## src/rtl/dsp_page_ldst.sv

```systemverilog
module dsp_page_ldst #(
  parameter int DATA_W = 16,
  parameter int PAGE_W = 8,
  parameter int REG_W  = 5,
  parameter logic [PAGE_W-1:0] PAGE_RST = 8'hFF
) (
  input  logic                clk,
  input  logic                rst_n,
  input  logic                insn_valid,
  input  logic [DATA_W-1:0]   insn,
  input  logic                cfg_we,
  input  logic [DATA_W-1:0]   cfg_wdata,
  output logic [DATA_W-1:0]   cfg_rdata,
  output logic [REG_W-1:0]    rf_raddr,
  input  logic [DATA_W-1:0]   rf_rdata,
  output logic                rf_we,
  output logic [REG_W-1:0]    rf_waddr,
  output logic [DATA_W-1:0]   rf_wdata,
  output logic [2*PAGE_W-1:0] mem_addr,
  output logic                mem_re,
  input  logic [DATA_W-1:0]   mem_rdata,
  output logic                mem_we,
  output logic [DATA_W-1:0]   mem_wdata,
  output logic                pc_inc
);
  localparam logic [3:0]       GROUP     = 4'b0010;
  localparam logic [REG_W-1:0] LD_BASE   = REG_W'(5'h18);
  localparam logic [REG_W-1:0] ST_BASE   = REG_W'(5'h1C);
  localparam logic [REG_W-1:0] HI_BASE   = REG_W'(5'h10);

  logic [PAGE_W-1:0] page_q;
  logic grp, is_ld, is_st, is_hi;

  always_ff @(posedge clk or negedge rst_n)
    if (!rst_n)      page_q <= PAGE_RST;
    else if (cfg_we) page_q <= cfg_wdata[PAGE_W-1:0];

  assign cfg_rdata = {{(DATA_W-PAGE_W){1'b0}}, page_q};

  assign grp   = insn_valid && (insn[DATA_W-1 -: 4] == GROUP);
  assign is_ld = grp && !insn[11];
  assign is_st = grp && (insn[11:10] == 2'b11);
  assign is_hi = grp && (insn[11:9] == 3'b100);

  assign mem_addr  = {page_q, insn[PAGE_W-1:0]};
  assign mem_re    = is_ld;
  assign mem_we    = is_st || is_hi;
  assign mem_wdata = rf_rdata;
  assign pc_inc    = grp;

  assign rf_we    = is_ld;
  assign rf_wdata = mem_rdata;
  assign rf_waddr = is_ld ? LD_BASE + REG_W'(insn[10:8]) : '0;
  assign rf_raddr = is_st ? ST_BASE + REG_W'(insn[9:8]) :
                    is_hi ? HI_BASE + REG_W'(insn[8])   : '0;

  a_r2_page_holds: assert property (@(posedge clk) disable iff (!rst_n)
    !cfg_we |=> $stable(cfg_rdata));
  a_r2_page_loads: assert property (@(posedge clk) disable iff (!rst_n)
    cfg_we |=> cfg_rdata == DATA_W'($past(cfg_wdata[PAGE_W-1:0])));
  a_r3_page_in_addr: assert property (@(posedge clk) disable iff (!rst_n)
    (mem_re || mem_we) |-> mem_addr[2*PAGE_W-1:PAGE_W] == cfg_rdata[PAGE_W-1:0]);
  a_r4_one_direction: assert property (@(posedge clk) disable iff (!rst_n)
    !(mem_we && (rf_we || mem_re)));
  a_r7_unused_silent: assert property (@(posedge clk) disable iff (!rst_n)
    (insn_valid && insn[15:9] == 7'b0010101) |-> (!mem_we && !mem_re && !rf_we && pc_inc));
  a_r9_idle_quiet: assert property (@(posedge clk) disable iff (!rst_n)
    !pc_inc |-> (!mem_we && !mem_re && !rf_we));
endmodule

```

## config.mk

```make
export PLATFORM = sky130hd
export DESIGN_NAME = dsp_page_ldst
export DESIGN_NICKNAME = d
export VERILOG_FILES = /design/src/rtl/dsp_page_ldst.sv
export SDC_FILE = /design/constraint.sdc
export NUM_CORES = 1
export LEC_CHECK = 0
export BUFFER_PORTS_ARGS = -buffer_cell sky130_fd_sc_hd__buf_2
export CAP_MARGIN = 30
export CORE_UTILIZATION = 30
export DETAILED_ROUTE_END_ITERATION = 10
export GPL_TIMING_DRIVEN = 0
export MAX_ROUTING_LAYER = met4
export PLACE_DENSITY = 0.86
export SLEW_MARGIN = 40
export SYNTH_ARGS = -nofsm -noshare
export SYNTH_HDL_FRONTEND = slang
export SYNTH_SLANG_ARGS = --single-unit
```

## constraint.sdc

```tcl
create_clock -name clk -period 3.38 [get_ports clk]
set_input_delay 1.014 -clock clk [delete_from_list [all_inputs] [get_ports clk]]
set_output_delay 1.014 -clock clk [all_outputs]
set_load 0.005 [all_outputs]
```

==> flow_metrics.tcl <==
set metrics [dict create \
    drive_above_1_share 0.887 \
    die_h_um 56.1 \
    dpl.cell_count 223 \
    yosysSeqAreaShare 0.239 \
    drtPass1Iterations 4 \
    viasPerCell 3.96 \
    final_cell_mix "buf_2 (89), buf_4 (62), mux2_2 (8), conb_1 (8), dfstp_2 (8)" \
    synth_warnings 0 \
    top_regs "page_q x8" \
    vdd_drop_max_mv 0.194 \
    vias 894 \
    route.detailed.drc 0 \
    ant_nets 0 \
    wl_mm 2.01 \
    fin_crit_ps 3260 \
    skew_ps 0 \
    synth_area_um2 880 \
    setup_tns_ps 0 \
    cts_root_buffer "clkbuf_4" \
    synth_compound_area_frac 0 \
    synthCells 97 \
    synth_cell_types 15 \
    rsz0062_at_grt "false" \
    cp-end-kind "output pin" \
    ys_top_cells_by_area "buf_4 (53%), dfstp_2 (24%), mux2_2 (10%), nor4_1 (2.8%), nor3_1 (1.7%)" \
    insertion_delay_ps 250 \
    first_global_vias 755 \
    clock_sinks 8 \
    p_leak_nw 0.869 \
    track_usage 0.122 \
    initial_core_util 0.319 \
    hp-class "flop to flop" \
    cts-hold-fix-buffers 0 \
    gr-total-overflow 0 \
    regMostFlops "page_q" \
    synth_top_cell_area_share 0.529 \
    finalHoldViolCount 0 \
    ctsResizeCount 0 \
    cap_violations 0 \
    grt_max_degree 10 \
    hold_ws_ps 622 \
    synth_top_family_by_area "buffers and inverters" \
    crit_fanout 9 \
    final_cells 226 \
    synthSimpleGateAreaFrac 0.0939 \
    wire_per_inst_um 8.88 \
    post-cts-setup-buffer-count 0 \
    final_nets 265 \
    synth_xor_xnor_area_share 0 \
    hpwl_mm 1.79 \
    cts_max_path_buffers 2 \
    period_share 0.966 \
    clk_pin_slew_ps 50 \
    grt_pass1_wl_mm 2.99 \
    slew_violations 0 \
    design_area_mm2 0.00141 \
    critPathRequiredTime_ps 2370 \
    dieArea_mm2 0.00315 \
    final_common_cell "buf_2" \
    setup_viol 0 \
    path_class "input port to output pin" \
    die_width_um 56.1 \
    pin_count 146 \
    cp_data_arrival_time_ps 2250 \
    cellPowerDensity_mw_per_mm2 234 \
    outcome "finished clean" \
    place_congestion 0.619 \
    htree_num_levels 1 \
    core_area_mm2 0.00276 \
    worstSetupStartpointType "input port" \
    synthAdderAreaFrac 0 \
    ys_ff_latch 8 \
    numCtsBuffers 3 \
    rows 19 \
    total_power_mw 0.329 \
    antenna_found_initial 0 \
    cts_tree "yes" \
    syn_area_per_cell_um2 9.07 \
    clock.fmax_mhz 306 \
    yosysTopAreaCell "buf_4" \
    first_iter_violations 6 \
    synthMuxAreaShare 0.102 \
    portBuffers 88 \
    antenna_cells 0 \
    largest_register_ffs 8 \
    placed_area_mm2 0.00139 \
    areaGrowthSynthToFinish_pct 60.0 \
]
==> logic make-up after synthesis <==
logic type             Yosys count
AND/OR/NAND/NOR                 13
buffers and inverters           67
other                            1
multiplexers                     8
flip-flops                       8
==> routing by layer <==
metal  part of all wire  wire length [um]  vias up  GRT usage
li1                   -                 -      437          -
met5                  0                 0        -          -
met2               0.57              1150       70      0.245
met1               0.30               593      387      0.109
met3               0.13               266        0     0.0186
met4                  0                 0        0     0.0592
==> critical path: stages <==
cell and delay [ps]:
buf_2 90, or3_4 370, buf_6 140, nor3_1 360, buf_4 180, buf_2 100
==> power breakdown <==
group | internal (mW) | total, mW | leakage (nW) | switching, mW
Combinational | 0.0940 | 0.139 | 0.771 | 0.0450
Sequential | 0.113 | 0.120 | 0.0841 | 0.00659
Clock | 0.0405 | 0.0708 | 0.0138 | 0.0303
Total | 0.247 | 0.329 | 0.869 | 0.0819
==> final timing paths <==
check                              end      start  slack, ps  cells past startpoint
setup / recovery           rf_waddr[4]   insn[15]        120                      6
hold / removal               page_q[6]  page_q[6]        620                      1
setup reg to reg             page_q[0]  page_q[0]       2640                      1
hold reg to reg              page_q[6]  page_q[6]        620                      1
max in group asynchronous    page_q[6]      rst_n       2540                      1
min in group asynchronous    page_q[7]      rst_n        820                      1
==> cell usage after synthesis, drive strengths merged <==
master   n
buf     64
conb     1
dfstp    8
inv      3
mux2     8
nand2    1
nand3    1
nor2     1
nor2b    1
nor3     3
nor4     5
or3      1
==> per-stage QoR <==
stage	utilization	setup WS, ps
3_3_place_gp	0.502	132
5_1_grt	0.510	31.0
4_1_cts	0.510	109
2_1_floorplan	-	315
6_report	0.510	115
3_5_place_dp	0.502	112
==> area by class of cell <==
| class | count | area (um2) |
|---|---|---|
| Inverter | 3 | 11.3 |
| Multi-Input combinational cell | 29 | 203 |
| Fill cell | 276 | 1350 |
| Sequential cell | 8 | 210 |
| Clock buffer | 3 | 22.5 |
| Timing Repair Buffer | 88 | 440 |
| Buffer | 64 | 482 |
| Tap cell | 31 | 38.8 |
Power figures use the tool's default switching activity.
